--- src/rtl/krc_pkg.sv ---
package krc_pkg;
  localparam int unsigned CNT_W = 32;
  typedef logic [CNT_W-1:0] cnt_t;
  localparam cnt_t FOREVER = '1;

  localparam int unsigned CB_ACTIVE = 0;
  localparam int unsigned CB_DONE   = 1;
  localparam int unsigned CB_IDLE   = 2;
  localparam int unsigned CB_AUTO   = 7;

  // true when the count value is a finite run budget
  function automatic logic cnt_is_finite(cnt_t c);
    return (c != '0) && (c != FOREVER);
  endfunction

  // count value after one launch
  function automatic cnt_t cnt_after_launch(cnt_t c);
    return cnt_is_finite(c) ? c - 1'b1 : c;
  endfunction

  function automatic cnt_t pack_ctrl(logic act, logic dn, logic qt, logic au);
    cnt_t v;
    v = '0;
    v[CB_ACTIVE] = act;
    v[CB_DONE]   = dn;
    v[CB_IDLE]   = qt;
    v[CB_AUTO]   = au;
    return v;
  endfunction
endpackage

--- src/rtl/krc_regs.sv ---
module krc_regs
  import krc_pkg::*;
#(
  parameter int unsigned AW = 8,
  parameter logic [AW-1:0] CTRL_ADDR = '0,
  parameter logic [AW-1:0] CNT_ADDR  = AW'(16)
) (
  input  logic          clk,
  input  logic          rst_n,
  input  logic          reg_wr,
  input  logic          reg_rd,
  input  logic [AW-1:0] reg_addr,
  input  cnt_t          reg_wdata,
  input  logic          st_active,
  input  logic          st_done,
  input  logic          st_quiet,
  input  cnt_t          st_cnt,
  output logic          ctrl_wr,
  output logic          cnt_wr,
  output logic          ctrl_rd,
  output logic          auto_en,
  output cnt_t          reg_rdata
);
  logic ctrl_sel, cnt_sel;
  assign ctrl_sel = (reg_addr == CTRL_ADDR);
  assign cnt_sel  = (reg_addr == CNT_ADDR);
  assign ctrl_wr  = reg_wr && ctrl_sel;
  assign cnt_wr   = reg_wr && cnt_sel;
  assign ctrl_rd  = reg_rd && ctrl_sel;

  always_ff @(posedge clk) begin
    if (!rst_n)       auto_en <= 1'b0;
    else if (ctrl_wr) auto_en <= reg_wdata[CB_AUTO];
  end

  always_ff @(posedge clk) begin
    if (!rst_n) begin
      reg_rdata <= '0;
    end else if (reg_rd) begin
      if (ctrl_sel)     reg_rdata <= pack_ctrl(st_active, st_done, st_quiet, auto_en);
      else if (cnt_sel) reg_rdata <= st_cnt;
      else              reg_rdata <= '0;
    end
  end

  // auto bit follows the last control write
  a_r10_auto_follows: assert property (@(posedge clk) disable iff (!rst_n)
    ctrl_wr |=> (auto_en == $past(reg_wdata[CB_AUTO])));
endmodule

--- src/rtl/krc_launcher.sv ---
module krc_launcher
  import krc_pkg::*;
(
  input  logic clk,
  input  logic rst_n,
  input  logic cnt_wr,
  input  logic ctrl_wr,
  input  logic go_bit,
  input  cnt_t wdata,
  input  logic auto_en,
  input  logic k_ready,
  output logic launch,
  output cnt_t cnt,
  output logic leg_go,
  output logic await_ack
);
  logic from_cnt;
  assign from_cnt = (cnt != '0);
  assign launch   = !await_ack && (from_cnt || leg_go);

  always_ff @(posedge clk) begin
    if (!rst_n)      cnt <= '0;
    else if (cnt_wr) cnt <= wdata;
    else if (launch) cnt <= cnt_after_launch(cnt);
  end

  always_ff @(posedge clk) begin
    if (!rst_n)                                    leg_go <= 1'b0;
    else if (ctrl_wr)                              leg_go <= go_bit;
    else if (launch && !from_cnt && !auto_en)      leg_go <= 1'b0;
  end

  always_ff @(posedge clk) begin
    if (!rst_n)       await_ack <= 1'b0;
    else if (launch)  await_ack <= 1'b1;
    else if (k_ready) await_ack <= 1'b0;
  end

  a_r7_one_cycle_start: assert property (@(posedge clk) disable iff (!rst_n)
    launch |=> !launch);
  a_r7_wait_ready: assert property (@(posedge clk) disable iff (!rst_n)
    (await_ack && !k_ready) |=> !launch);
  a_r2_count_down: assert property (@(posedge clk) disable iff (!rst_n)
    (launch && cnt_is_finite(cnt) && !cnt_wr) |=> (cnt == $past(cnt) - 1'b1));
  a_r3_forever_holds: assert property (@(posedge clk) disable iff (!rst_n)
    (cnt == FOREVER && !cnt_wr) |=> (cnt == FOREVER));
  a_r4_zero_stops: assert property (@(posedge clk) disable iff (!rst_n)
    (cnt_wr && wdata == '0) |=> (cnt == '0));
endmodule

--- src/rtl/krc_tracker.sv ---
module krc_tracker #(
  parameter int unsigned OUTW = 3
) (
  input  logic clk,
  input  logic rst_n,
  input  logic launch,
  input  logic k_done,
  input  logic k_idle,
  input  logic seq_set,
  input  logic cnt_zero,
  input  logic leg_go,
  input  logic await_ack,
  input  logic auto_en,
  input  logic ctrl_rd,
  output logic done,
  output logic quiet,
  output logic done_evt
);
  localparam logic [OUTW-1:0] OUT_MAX = '1;
  logic [OUTW-1:0] outst;
  logic seq_act, seq_done_evt, leg_done_evt, ret;

  assign ret          = k_done && (outst != '0);
  assign quiet        = cnt_zero && !leg_go && !await_ack && (outst == '0);
  assign seq_done_evt = seq_act && quiet && k_idle && !seq_set;
  assign leg_done_evt = auto_en && ret;
  assign done_evt     = seq_done_evt || leg_done_evt;

  always_ff @(posedge clk) begin
    if (!rst_n) outst <= '0;
    else case ({launch, ret})
      2'b10:   outst <= outst + 1'b1;
      2'b01:   outst <= outst - 1'b1;
      default: outst <= outst;
    endcase
  end

  always_ff @(posedge clk) begin
    if (!rst_n)            seq_act <= 1'b0;
    else if (seq_set)      seq_act <= 1'b1;
    else if (seq_done_evt) seq_act <= 1'b0;
  end

  always_ff @(posedge clk) begin
    if (!rst_n)        done <= 1'b0;
    else if (done_evt) done <= 1'b1;
    else if (ctrl_rd)  done <= 1'b0;
  end

  a_r6_set_wins: assert property (@(posedge clk) disable iff (!rst_n)
    done_evt |=> done);
  a_r6_read_clears: assert property (@(posedge clk) disable iff (!rst_n)
    (ctrl_rd && !done_evt) |=> !done);
  a_r7_no_overflow: assert property (@(posedge clk) disable iff (!rst_n)
    !(launch && !ret && outst == OUT_MAX));
endmodule

--- src/rtl/krc_top.sv ---
module krc_top
  import krc_pkg::*;
#(
  parameter int unsigned AW   = 8,
  parameter int unsigned OUTW = 3
) (
  input  logic          clk,
  input  logic          rst_n,
  input  logic          reg_wr,
  input  logic          reg_rd,
  input  logic [AW-1:0] reg_addr,
  input  logic [31:0]   reg_wdata,
  output logic [31:0]   reg_rdata,
  output logic          k_start,
  input  logic          k_ready,
  input  logic          k_done,
  input  logic          k_idle
);
  logic ctrl_wr, cnt_wr, ctrl_rd, auto_en;
  logic launch, leg_go, await_ack, done, quiet, done_evt, seq_set;
  cnt_t cnt;

  assign seq_set = (cnt_wr && reg_wdata != '0) ||
                   (ctrl_wr && reg_wdata[CB_ACTIVE] && !reg_wdata[CB_AUTO]);
  assign k_start = launch;

  krc_regs #(.AW(AW)) u_regs (
    .clk(clk), .rst_n(rst_n), .reg_wr(reg_wr), .reg_rd(reg_rd),
    .reg_addr(reg_addr), .reg_wdata(reg_wdata),
    .st_active((cnt != '0) || leg_go), .st_done(done), .st_quiet(quiet),
    .st_cnt(cnt), .ctrl_wr(ctrl_wr), .cnt_wr(cnt_wr), .ctrl_rd(ctrl_rd),
    .auto_en(auto_en), .reg_rdata(reg_rdata)
  );

  krc_launcher u_launch (
    .clk(clk), .rst_n(rst_n), .cnt_wr(cnt_wr), .ctrl_wr(ctrl_wr),
    .go_bit(reg_wdata[CB_ACTIVE]), .wdata(reg_wdata), .auto_en(auto_en),
    .k_ready(k_ready), .launch(launch), .cnt(cnt), .leg_go(leg_go),
    .await_ack(await_ack)
  );

  krc_tracker #(.OUTW(OUTW)) u_track (
    .clk(clk), .rst_n(rst_n), .launch(launch), .k_done(k_done),
    .k_idle(k_idle), .seq_set(seq_set), .cnt_zero(cnt == '0),
    .leg_go(leg_go), .await_ack(await_ack), .auto_en(auto_en),
    .ctrl_rd(ctrl_rd), .done(done), .quiet(quiet), .done_evt(done_evt)
  );

  // completion outside auto mode only with an idle kernel and nothing owed
  a_r5_done_when_idle: assert property (@(posedge clk) disable iff (!rst_n)
    ($rose(done) && !$past(auto_en)) |-> ($past(k_idle) && $past(cnt) == '0));
endmodule

--- config.mk ---
export PLATFORM = sky130hd
export DESIGN_NAME = krc_top
export DESIGN_NICKNAME = d
export VERILOG_FILES = /design/src/rtl/krc_pkg.sv /design/src/rtl/krc_regs.sv /design/src/rtl/krc_launcher.sv /design/src/rtl/krc_tracker.sv /design/src/rtl/krc_top.sv
export SDC_FILE = /design/constraint.sdc
export NUM_CORES = 1
export LEC_CHECK = 0
export BUFFER_PORTS_ARGS = -buffer_cell sky130_fd_sc_hd__buf_2
export CAP_MARGIN = 40
export CORE_UTILIZATION = 49
export CTS_BUF_LIST = sky130_fd_sc_hd__clkbuf_8
export DETAILED_ROUTE_END_ITERATION = 10
export GPL_ROUTABILITY_DRIVEN = 1
export GPL_TIMING_DRIVEN = 1
export PLACE_DENSITY = 0.82
export SETUP_SLACK_MARGIN = 0.5
export SYNTH_ARGS = -nofsm -noshare
export SYNTH_HDL_FRONTEND = slang
export SYNTH_SLANG_ARGS = --single-unit
--- constraint.sdc ---
create_clock -name clk -period 3.7 [get_ports clk]
set_input_delay 0.185 -clock clk [delete_from_list [all_inputs] [get_ports clk]]
set_output_delay 0.185 -clock clk [all_outputs]
set_load 0.01 [all_outputs]
-- Word-level counts from Yosys, hierarchy flattened
Index checks and enable logic that the tools add are counted.
- add/sub/neg operators: 3
- equal/unequal tests: 4
- muxes and demuxes: 14
- reductions and logical operators: 41
- operators by type and width (kind ; number):
    $mux W32 ; 5
    $reduce_bool A32 Y1 ; 2
    $logic_not A32 Y1 ; 1
    $ne A32 B32 Y1 const B ; 1
    $sub A32 B1 Y32 const B ; 1
    $logic_and A1 B1 Y1 ; 18
    $reduce_bool A2 Y1 ; 7
    $eq A8 B5 Y1 const B ; 1
    $logic_not A8 Y1 ; 1
    $mux W1 ; 8
    $logic_not A1 Y1 ; 6
    $pmux W3 S2 ; 1
    $add A3 B1 Y3 const B ; 1
    $logic_not A3 Y1 ; 1
    $logic_or A1 B1 Y1 ; 3
    $reduce_bool A3 Y1 ; 1
    $sub A3 B1 Y3 const B ; 1
    $eq A2 B1 Y1 const B ; 1
    $eq A2 B2 Y1 const B ; 1
    $reduce_and A2 Y1 ; 1
- register bits after elaboration: 72

-- Longest topological paths before layout
Gate-level depths: netlist (run 1).
- word-level depth: 9
- mapped depth: 13
- gate-level depth less buffers: 13

-- Hierarchy
Synthesis (run 1) repeated with hierarchy kept, for this count alone.
- cell total of the unflattened synthesis: 481
- area total of the unflattened synthesis: 4103.9 sq um
- by module, submodules not included (module ; instances ; cells each ; area each (sq um) ; seq. area each (sq um)):
    krc_launcher ; 1 ; 266 ; 2183.3 ; 680.7
    krc_regs ; 1 ; 158 ; 1473.9 ; 660.6
    krc_tracker ; 1 ; 32 ; 289.0 ; 100.1
    krc_top ; 1 ; 25 ; 157.7 ; 0.0

-- Least setup slack after synthesis (run 1)
No wires, ideal clock.
- path kind: flip-flop to flip-flop
- from: register u_launch.cnt[12]
- to: register u_track.outst[2]
- arrival: 2962 ps
- setup slack: 667 ps
- stages on the path, launching flop included: 13
- path buffers: 1
- period minus slack after synthesis: 3033 ps
- cells stage by stage: dfxtp_1 > buf_2 > or4_1 > nor4_4 > nand3_2 > nor2_1 > or2_2 > ha_1 > inv_1 > fa_1 > xor2_1 > or3_1 > a21oi_1
- word-level cells in the longest chain between the ends: 5
- elaborated cells between the ends (all ways): 7
- RTL lines (what ; line ; text):
    start: declaration ; krc_launcher.sv:13 ; output cnt_t cnt,
    start signal: assignment ; krc_launcher.sv:23 ; else if (cnt_wr) cnt <= wdata;
    start signal: assignment ; krc_launcher.sv:24 ; else if (launch) cnt <= cnt_after_launch(cnt);
    $reduce_bool A32 Y1 * ; krc_launcher.sv:18 ; assign from_cnt = (cnt != '0);
    $logic_or A1 B1 Y1 * ; krc_launcher.sv:19 ; assign launch = !await_ack && (from_cnt || leg_go);
    $logic_and A1 B1 Y1 * ; krc_launcher.sv:19 ;
    $eq A2 B1 Y1 / $eq A2 B2 Y1 (equally long branches) ; krc_tracker.sv:31 ; else case ({launch, ret})
    $pmux W3 S2 / $reduce_bool A2 Y1 (equally long branches) ; n/a ;
    end signal: assignment ; krc_tracker.sv:32 ; 2'b10: outst <= outst + 1'b1;
    end signal: assignment ; krc_tracker.sv:33 ; 2'b01: outst <= outst - 1'b1;
    end signal: assignment ; krc_tracker.sv:34 ; default: outst <= outst;
    end: declaration ; krc_tracker.sv:20 ; logic [OUTW-1:0] outst;
Every way passes the cells marked *; elsewhere a longest branch is shown, timed or not.
A chain may end at the register's enable or synchronous reset.

-- Worst setup path in the final report (run 1)
- from: register u_launch.cnt[15]
- to: register u_track.outst[2]
Same word-level chain as after synthesis.

==> metrics.txt, run 1 <==
Post-Layout Cell Count 597; Post-Synthesis Cells 427; Port Buf Inserts 79; Starting Density 51.8%; Overall Power 3.85 mW; final hold vios 0; Distinct cells, synth 50; via count 3565; post-route cell area 0.00426 mm2; row count 30; Via density 5.97; CP Launch Type register; 1st-pass router iterations 5; most frequent cells in the layout 79 x buf_2, 70 x dfxtp_1, 49 x nor2_1; syn_area_per_cell 8.37 um2; Die Span X 87.4 um; clock buffer depth 2; slowest cell on the critical path or4_2; share of layout cells above drive strength 1 24.2%; Inserted Diodes 0; switch share 45.6%; status finished clean; core area 0.00691 mm2; sequential fraction of the synthesis area 40.3%; clk sinks 72; Num CTS Buffers 9; post-route minimum period 3.03 ns; final-report max-slew violation count 0; WS Path Type register to register; final worst-path cycle share 81.9%; Die Area 0.00764 mm2; worst setup margin 0.669 ns; WP data required 3.98 ns; GRT Residual Overflow 0; commonest non-fill, non-tap cell in the layout buf_2; dpl hpwl 7120 um; 1st-iter DRT viols 201; Least-Margin Pin Slew 0.889 ns; Worst path max stage delay 0.70 ns; largest net degree at the start of global routing 41; clock slew seen by the registers of the worst setup and hold paths 0.08 ns; initial antenna violation count 0; number of global-route vias before repair 3314; later-pin clock latency in the skew report 0.36 ns; clk root buf clkbuf_8; Routed Antenna Nets 0; Clock Power Share 15.5%; worst path cell trace or4_2 -> nor4_4 -> nand3_2 -> nor2_4 -> or2_2 -> ha_1 -> inv_1 -> fa_1 -> xor2_1 -> or3_1 -> a21oi_2; Synth Register Bits 72; Final Hold Slack 0.0985 ns; Setup WS pre-CTS 0.398 ns; fin nets 548; Fmax 330 MHz; GRT Overall Usage 27.3%; Rel. slew slack 40.5%; CP Max Fanout 7; min-delay worst type input pin to register; first-pass GRT wire length 15900 um; max_cap viols 0; Synth Flop Type dfxtp_1; Crit path arrival time 3.31 ns; wire per inst 16.5 um; Seq pwr share 33.3%; P&R area growth vs syn 19.2%; setup TNS 0 ns; worst vdd ir 0.000547 V; Net Sw Power 1.75 mW; final core occ 61.7%; Residual DRC 0; Crit. End Element register; drt total wl 9860 um; top-level port count 80; Max H-tree Level 3; Int Pwr 2.10 mW; Pleak 1.70 nW; Synthesized Nets 479; Placed Instances 578; Post-synth EDFFs 0; final-report setup violation count 0; Logic pwr share 51.2%; DP Area 0.00404 mm2; GPL Wtd Cong 0.924; Syn Std Cell Area 0.00358 mm2; hold bufs inserted after CTS 0; synthesis warning total 0; Synth async-reset ratio 0%; Layout Skew 0.0120 ns; Die Y 87.4 um; Cell Pwr Density 903 mW/mm2; CTS tree done; RSZ-0062 raised after global routing no
==> layout make-up <==
| class | instances | area [um2] |
|---|---|---|
| repair buffers | 88 | 483 |
| multi-input cells | 316 | 2000 |
| inverters | 9 | 33.8 |
| well taps | 96 | 120 |
| fillers | 631 | 2640 |
| flip-flops and latches | 72 | 1440 |
| clock inverters | 7 | 61.3 |
| clock buffers | 9 | 124 |
==> cell families (layout without fill, tap and decap cells) <==
group / count (synthesis) / count (layout) / share of synthesized area (%)
AND/OR/NAND/NOR: 165 / 165 / 25.8
AO/OA/AOI/OAI: 112 / 112 / 19.2
flip-flops: 72 / 72 / 40.3
buffers and inverters: 39 / 113 / 4.27
XOR/XNOR: 30 / 30 / 7.35
adder cells (fa/ha/maj): 5 / 5 / 1.96
multiplexers: 4 / 4 / 1.15
==> sequential cells by signal, summed over array words and instances (netlist names) <==
| register | count |
|---|---|
| u_track.seq_act | 1 |
| u_track.outst | 3 |
| u_launch.await_ack | 1 |
| u_regs.reg_rdata | 32 |
| u_launch.cnt | 32 |
| u_regs.auto_en | 1 |
| u_launch.leg_go | 1 |
| u_track.done | 1 |
==> repair_timing <==
| action | CTS | global route |
|---|---|---|
| setup endpoints to repair | 1 | 1 |
| resized for setup | 2 | 4 |
| endpoints found under the hold margin | 0 | 0 |
| setup buffers | 2 | 1 |
| cloned | 0 | 0 |
| pin swaps | 2 | 2 |
==> synth_stat cells, types with 2 or more instances <==
cell type / n / share of area [%]
nor2_1: 50 / 5.2
o31ai_1: 2 / 0.42
nor3_1: 7 / 0.98
mux2i_1: 3 / 0.84
dfxtp_1: 72 / 40
nand4_1: 15 / 2.6
nor4_4: 2 / 1.2
nand2_1: 15 / 1.6
and3_1: 3 / 0.52
o21a_1: 2 / 0.42
o21ai_0: 31 / 4.3
clkbuf_1: 27 / 2.8
a21oi_1: 36 / 5.0
nand3b_1: 5 / 1.0
a22oi_1: 30 / 6.3
inv_1: 9 / 0.94
o31a_1: 2 / 0.49
nand4b_1: 5 / 1.2
nor4_1: 17 / 3.0
nand3_1: 21 / 2.9
ha_1: 4 / 1.4
xor2_1: 28 / 6.9
nor4b_1: 2 / 0.49
buf_2: 2 / 0.28
and2_1: 4 / 0.70
or4_1: 4 / 0.84
xnor2_1: 2 / 0.49
o311ai_0: 2 / 0.49
or3_1: 4 / 0.70
==> power groups by stage <==
stage | logic (mW) | clock network [mW] | registers (mW)
global placement | 1.73 | 0 | 1.26
CTS | 1.88 | 0.608 | 1.26
finish | 1.97 | 0.596 | 1.28
detailed placement | 1.76 | 0 | 1.28
global route | 2.18 | 0.643 | 1.31
floorplan | 1.50 | 0 | 1.14
==> worst max-delay path: cells and delay by family, from the launching register on <==
kind | cells | cell delay, ns
flops | 1 | 0.36
buf+inv | 1 | 0.06
xor+xnor | 1 | 0.16
simple gates | 6 | 1.67
fa+ha+maj | 2 | 0.55
compound gates | 1 | 0.15
==> routing by layer <==
layer	vias up	global-route usage, %	routed length [um]
met2	147	43.5	4590
met3	22	4.74	614
met5	-	0	0
met1	1684	35.7	4440
met4	0	13.4	212
li1	1712	-	-
==> path summary, 6_finish.rpt <==
| kind | startpoint | to | slack [ns] | cells past startpoint |
|---|---|---|---|---|
| max | u_launch.cnt[15]$_SDFFE_PN0P_ | u_track.outst[2]$_SDFFE_PN0P_ | 0.67 | 11 |
| min | k_ready | u_launch.await_ack$_SDFFE_PN0P_ | 0.1 | 3 |
| max reg2reg | u_launch.cnt[15]$_SDFFE_PN0P_ | u_track.outst[2]$_SDFFE_PN0P_ | 0.67 | 11 |
| min reg2reg | u_regs.reg_rdata[0]$_SDFFE_PN0P_ | u_regs.reg_rdata[0]$_SDFFE_PN0P_ | 0.50 | 2 |
(Power assumes the default switching activity.)
==> run 2, diff against run 1 <==
==> constraint.sdc (replaced) <==
create_clock -name clk -period 2.84 [get_ports clk]
set_input_delay 0.142 -clock clk [delete_from_list [all_inputs] [get_ports clk]]
set_output_delay 0.142 -clock clk [all_outputs]
set_load 0.01 [all_outputs]
==> run 2 against run 1 <==
Sequential share of layout area decreased by 2.6 points. Register-to-register slack got worse by 0.56 ns. Count of clock-buffer cells in the layout grew 1. Combinational power is 70% higher. Sequential power is 22% higher.
==> metrics.txt, run 2 (synthesis results as in run 1) <==
Rel. slew slack 53.7% (was 40.5%); RSZ-0062 raised after global routing yes (was no); Layout Skew 0.00829 ns (was 0.0120 ns); min-delay worst type input pin to register (unchanged); DP Area 0.00422 mm2 (was 0.00404 mm2); Logic pwr share 56.4% (was 51.2%); Net Sw Power 2.49 mW (was 1.75 mW); GPL Wtd Cong 0.882 (was 0.924); HP Start k_ready (unchanged); worst r2r dst u_track.outst[2]$_SDFFE_PN0P_ (unchanged); initial antenna violation count 0 (unchanged); Residual DRC 0 (unchanged); clk root buf clkbuf_8 (unchanged); final core occ 67.1% (was 61.7%); dpl hpwl 7310 um (was 7120 um); Cell Pwr Density 1280 mW/mm2 (was 903 mW/mm2); status finished clean (unchanged); Crit. End Element register (unchanged); Max H-tree Level 3 (unchanged); clock buffer depth 2 (unchanged); GRT Overall Usage 28.7% (was 27.3%); final worst-path cycle share 96.2% (was 81.9%); core area 0.00691 mm2 (unchanged); final hold vios 0 (unchanged); first-pass GRT wire length 16800 um (was 15900 um); clk sinks 72 (unchanged); internal reg-to-reg setup slack 0.11 ns (was 0.67 ns); commonest non-fill, non-tap cell in the layout buf_2 (unchanged); clock slew seen by the registers of the worst setup and hold paths 0.08 ns (about the same); row count 30 (unchanged); later-pin clock latency in the skew report 0.35 ns (was 0.36 ns); WS Path Type register to register (unchanged); final-report max-slew violation count 0 (unchanged); WP data required 3.12 ns (was 3.98 ns); switch share 42.0% (was 45.6%); Clock Power Share 17.3% (was 15.5%); Die Y 87.4 um (unchanged); Overall Power 5.93 mW (was 3.85 mW); 1st-pass router iterations 5 (unchanged); hold depth 3 (unchanged); largest net degree at the start of global routing 44 (was 41); final-report setup violation count 0 (unchanged); drt total wl 10900 um (was 9860 um); Routed Antenna Nets 0 (unchanged); P&R area growth vs syn 29.6% (was 19.2%); hold path endpoint u_launch.await_ack$_SDFFE_PN0P_ (unchanged); via count 3832 (was 3565); Starting Density 51.8% (unchanged); Fmax 366 MHz (was 330 MHz); Crit path arrival time 3.01 ns (was 3.31 ns); Int Pwr 3.44 mW (was 2.10 mW); post-route cell area 0.00463 mm2 (was 0.00426 mm2); Seq pwr share 26.3% (was 33.3%); most frequent cells in the layout 79 x buf_2, 68 x dfxtp_1, 48 x nor2_1 (was 79 x buf_2, 70 x dfxtp_1, 49 x nor2_1); CP Launch Type register (unchanged); CTS tree done (unchanged); Via density 6.09 (was 5.97); Inserted Diodes 0 (unchanged); fin nets 580 (was 548); 1st-iter DRT viols 415 (was 201); Reg2Reg Depth 11 (unchanged); Final Hold Slack 0.0840 ns (was 0.0985 ns); CP Max Fanout 2 (was 7); worst vdd ir 0.000672 V (was 0.000547 V); Least-Margin Pin Slew 0.694 ns (was 0.889 ns); top-level port count 80 (unchanged); post-route minimum period 2.73 ns (was 3.03 ns); Num CTS Buffers 9 (unchanged); Reg2Reg Launch Point u_launch.cnt[15]$_SDFFE_PN0P_ (unchanged); Port Buf Inserts 79 (unchanged); share of layout cells above drive strength 1 30.6% (was 24.2%); number of global-route vias before repair 3489 (was 3314); Die Span X 87.4 um (unchanged); GRT Residual Overflow 0 (unchanged); Pleak 1.89 nW (was 1.70 nW); Die Area 0.00764 mm2 (unchanged); Largest regs u_launch.cnt: 32 flops, u_regs.reg_rdata: 32 flops, u_track.outst: 3 flops (unchanged); max_cap viols 0 (unchanged); wire per inst 17.4 um (was 16.5 um)
==> run 2: changes by cell type in the layout (fill, tap and decap cells not counted), moves of 2 or more <==
cell,change
buf_4,+30
buf_6,+2
bufinv_16,+3
dfxtp_1,-2
dfxtp_4,+2
inv_6,-2
==> run 2: metrics by stage <==
stage	std cells	worst slack [ns]	TNS [ns]
finish	629	0.109	0
global route	629	-0.00767	-0.00767
floorplan	427	0.0175	0
global placement	599	0.164	0
CTS	622	0.169	0
detailed placement	600	0.0819	0
==> run 2: routing by layer <==
| layer | share of wire (%) | GRT usage [%] | vias to the layer above |
|---|---|---|---|
| met1 | 42 | 37.2 | 1842 |
| met5 | 0 | 0 | - |
| met2 | 48 | 46.2 | 181 |
| met4 | 3.8 | 13.7 | 0 |
| met3 | 6.7 | 4.93 | 40 |
| li1 | - | - | 1769 |
==> run 2: cell type report <==
class                           instances  area [um2]
Tap cell                               96         120
Timing Repair Buffer                  120         718
Clock inverter                          6         114
Inverter                                9        33.8
Clock buffer                           10         138
Multi-Input combinational cell        316        2060
Sequential cell                        72        1450
Fill cell                             600        2270
==> run 2: timing repair <==
item                                   in CTS  in global routing
endpoints found under the hold margin       0                  0
setup buffers                               6                  7
pin swaps                                   7                  9
gates resized for setup                     2                 14
hold buffers                                0                  0
setup endpoints to repair                   2                 13
==> run 2: power groups by stage <==
stage	sequential [mW]	clock, mW	combinational (mW)
6_report	1.56	1.03	3.35
5_1_grt	1.59	1.08	3.61
3_5_place_dp	1.55	0	2.85
4_1_cts	1.53	1.02	2.97
2_1_floorplan	1.49	0	2.05
3_3_place_gp	1.52	0	2.78
==> run 2: worst max-delay path by stage <==
stage,startpoint,endpoint
floorplan,u_launch.cnt[15]$_SDFFE_PN0P_,u_track.outst[2]$_SDFFE_PN0P_
global placement,u_launch.cnt[15]$_SDFFE_PN0P_,u_track.outst[2]$_SDFFE_PN0P_
detailed placement,u_launch.cnt[15]$_SDFFE_PN0P_,u_track.outst[2]$_SDFFE_PN0P_
CTS,u_launch.cnt[12]$_SDFFE_PN0P_,u_track.outst[2]$_SDFFE_PN0P_
global route,u_launch.cnt[28]$_SDFFE_PN0P_,u_track.outst[2]$_SDFFE_PN0P_
finish,u_launch.cnt[15]$_SDFFE_PN0P_,u_track.outst[2]$_SDFFE_PN0P_
==> run 2: critical path: stages, from the launching register on <==
cell and delay, ns:
dfxtp_2 0.32, or4_4 0.55, nor4_4 0.28, nand3_2 0.16
nor2_4 0.12, or2_4 0.15, ha_4 0.13, inv_2 0.04
fa_2 0.32, xor2_1 0.15, or3_1 0.31, a21oi_1 0.13
==> run 3, diff against run 2 <==
==> constraint.sdc (replaced) <==
create_clock -name clk -period 2.84 [get_ports clk]
set_input_delay 0.568 -clock clk [delete_from_list [all_inputs] [get_ports clk]]
set_output_delay 0.568 -clock clk [all_outputs]
set_load 0.01 [all_outputs]
==> run 3 against run 2 <==
Core utilization is 1.8 points lower. Setup slack worse by 0.020 ns. Die area is the same. Critical path type unchanged. Largest cell class unchanged. Highest routed layer unchanged.
==> metrics.txt, run 3 (synthesis results as in run 1) <==
status finished clean (unchanged); fillers 587 (was 600); Cell Pwr Density 1230 mW/mm2 (was 1280 mW/mm2); CTS tree done (unchanged); Least-Margin Pin Slew 0.518 ns (was 0.694 ns); Crit path arrival time 3.03 ns (was 3.01 ns); worst vdd ir 0.000703 V (was 0.000672 V); dpl hpwl 7550 um (was 7310 um); drt total wl 10400 um (was 10900 um); most frequent cells in the layout 79 x buf_2, 70 x dfxtp_1, 49 x nor2_1 (was 79 x buf_2, 68 x dfxtp_1, 48 x nor2_1); WS Path Type register to register (unchanged); Inserted Diodes 0 (unchanged); Post-Layout Cell Count 623 (was 629); 1st-iter DRT viols 326 (was 415); CP Max Fanout 3 (was 2); CP Launch Type register (unchanged); sequential standard cell area 0.00144 mm2 (was 0.00145 mm2); max_cap viols 0 (unchanged); multi-input logic area 0.00204 mm2 (was 0.00206 mm2); number of global-route vias before repair 3450 (was 3489); WP data required 3.12 ns (about the same); share of layout cells above drive strength 1 29.4% (was 30.6%); Layout Skew 0.0145 ns (was 0.00829 ns); Die Span X 87.4 um (unchanged); fin nets 574 (was 580); core area 0.00691 mm2 (unchanged); Placed Instances 600 (unchanged); Routed Antenna Nets 0 (unchanged); top-level port count 80 (unchanged); crit-path leading delay family simple AND/OR/NAND/NOR gates (unchanged); post-route minimum period 2.75 ns (was 2.73 ns); Residual DRC 0 (unchanged); later-pin clock latency in the skew report 0.36 ns (was 0.35 ns); Die Area 0.00764 mm2 (unchanged); Die Y 87.4 um (unchanged); GRT Overall Usage 28.4% (was 28.7%); first-pass GRT wire length 16600 um (was 16800 um); CP Depth 11 (unchanged); slowest cell on the critical path or4_4 (unchanged); Via density 5.93 (was 6.09); Fmax 364 MHz (was 366 MHz); P&R area growth vs syn 26.0% (was 29.6%); Starting Density 51.8% (unchanged); Max H-tree Level 3 (unchanged); final hold vios 0 (unchanged); Overall Power 5.56 mW (was 5.93 mW); largest net degree at the start of global routing 44 (unchanged); clk sinks 72 (unchanged); clk root buf clkbuf_8 (unchanged); CP Buf/Inv Count 1 (unchanged); final-report setup violation count 0 (unchanged); commonest non-fill, non-tap cell in the layout buf_2 (unchanged); Pleak 1.85 nW (was 1.89 nW); worst path cell trace or4_4 -> nor4_4 -> nand3_2 -> nor2_2 -> or2_4 -> ha_4 -> inv_2 -> fa_2 -> xor2_1 -> or3_1 -> a21oi_1 (was or4_4 -> nor4_4 -> nand3_2 -> nor2_4 -> or2_4 -> ha_4 -> inv_2 -> fa_2 -> xor2_1 -> or3_1 -> a21oi_1); Num CTS Buffers 9 (unchanged); min-delay worst type register to register (was input pin to register); Reg2Reg Depth 11 (unchanged); final worst-path cycle share 96.9% (was 96.2%); initial antenna violation count 0 (unchanged); GPL Wtd Cong 0.916 (was 0.882); final-report max-slew violation count 0 (unchanged); Worst path max stage delay 0.56 ns (was 0.55 ns); row count 30 (unchanged); 1st-pass router iterations 5 (unchanged); Largest regs u_launch.cnt: 32 flops, u_regs.reg_rdata: 32 flops, u_track.outst: 3 flops (unchanged); via count 3696 (was 3832); Port Buf Inserts 79 (unchanged); Crit. End Element register (unchanged); RSZ-0062 raised after global routing yes (unchanged); hold bufs inserted after CTS 0 (unchanged); hold depth 2 (was 3); clock buffer depth 2 (unchanged); wire per inst 16.8 um (was 17.4 um); clock slew seen by the registers of the worst setup and hold paths 0.08 ns (about the same); GRT Residual Overflow 0 (unchanged); Rel. slew slack 65.5% (was 53.7%)
[run 3: cell types whose count changed in the layout (fill, tap and decap cells not counted), moves of 2 or more]
cell        change
buf_4           -4
bufinv_16       -2
clkinv_2        +2
clkinv_4        +2
clkinvlp_4      -2
dfxtp_1         +2
dfxtp_4         -2
[run 3: worst min-delay path, delay by kind of cell, from the launching register on]
kind | cells | cell delay (ns)
AO/OA/AOI/OAI | 1 | 0.07
AND/OR/NAND/NOR | 1 | 0.08
flip-flops | 1 | 0.31
[run 3: stage by stage]
step | hold WS, ns | TNS, ns | instance area, um2 | util, % | worst slack, ns
6_report | 0.498 | 0 | 4510 | 65.3 | 0.0894
5_1_grt | 0.505 | -0.00183 | 4510 | 65.3 | -0.00183
4_1_cts | 0.493 | 0 | 4450 | 64.5 | 0.127
3_5_place_dp | 0.479 | 0 | 4220 | 61.0 | 0.0804
3_3_place_gp | 0.474 | 0 | 4220 | 61.0 | 0.181
2_1_floorplan | 0.471 | 0 | 3610 | - | 0.0175
[run 3: area by class of cell]
class                           count  share of cell area, %
Inverter                            9                  0.750
Timing Repair Buffer              114                   14.7
Tap cell                           96                   2.67
Sequential cell                    72                   32.0
Clock buffer                       10                   3.05
Clock inverter                      6                   1.47
Multi-Input combinational cell    316                   45.3
[run 3: final timing paths]
check,slack [ns],to,from
min reg2reg,0.50,u_regs.reg_rdata[0]$_SDFFE_PN0P_,u_regs.reg_rdata[0]$_SDFFE_PN0P_
max reg2reg,0.09,u_track.outst[2]$_SDFFE_PN0P_,u_launch.cnt[15]$_SDFFE_PN0P_
max,0.09,u_track.outst[2]$_SDFFE_PN0P_,u_launch.cnt[15]$_SDFFE_PN0P_
min,0.50,u_regs.reg_rdata[0]$_SDFFE_PN0P_,u_regs.reg_rdata[0]$_SDFFE_PN0P_
[run 3: timing repair]
action                     in CTS  in global routing
setup endpoints to repair       8                 14
setup buffers                   3                  4
pin swaps                       6                  3
gates resized for setup         3                  6
[run 3: routing by layer]
metal  track usage, %  part of all wire (%)  vias up
li1                 -                     -     1760
met1             36.4                    42     1738
met2             46.9                    48      169
met3             5.59                   7.1       29
met4             11.3                   2.4        0
met5                0                     0        -
[run 3: power by group]
part	total, mW	leakage (nW)	switching [mW]	internal [mW]
sequential	1.55	0.585	0.295	1.25
combinational	3.18	1.15	1.69	1.49
clock	0.838	0.107	0.405	0.433
total	5.56	1.85	2.39	3.17
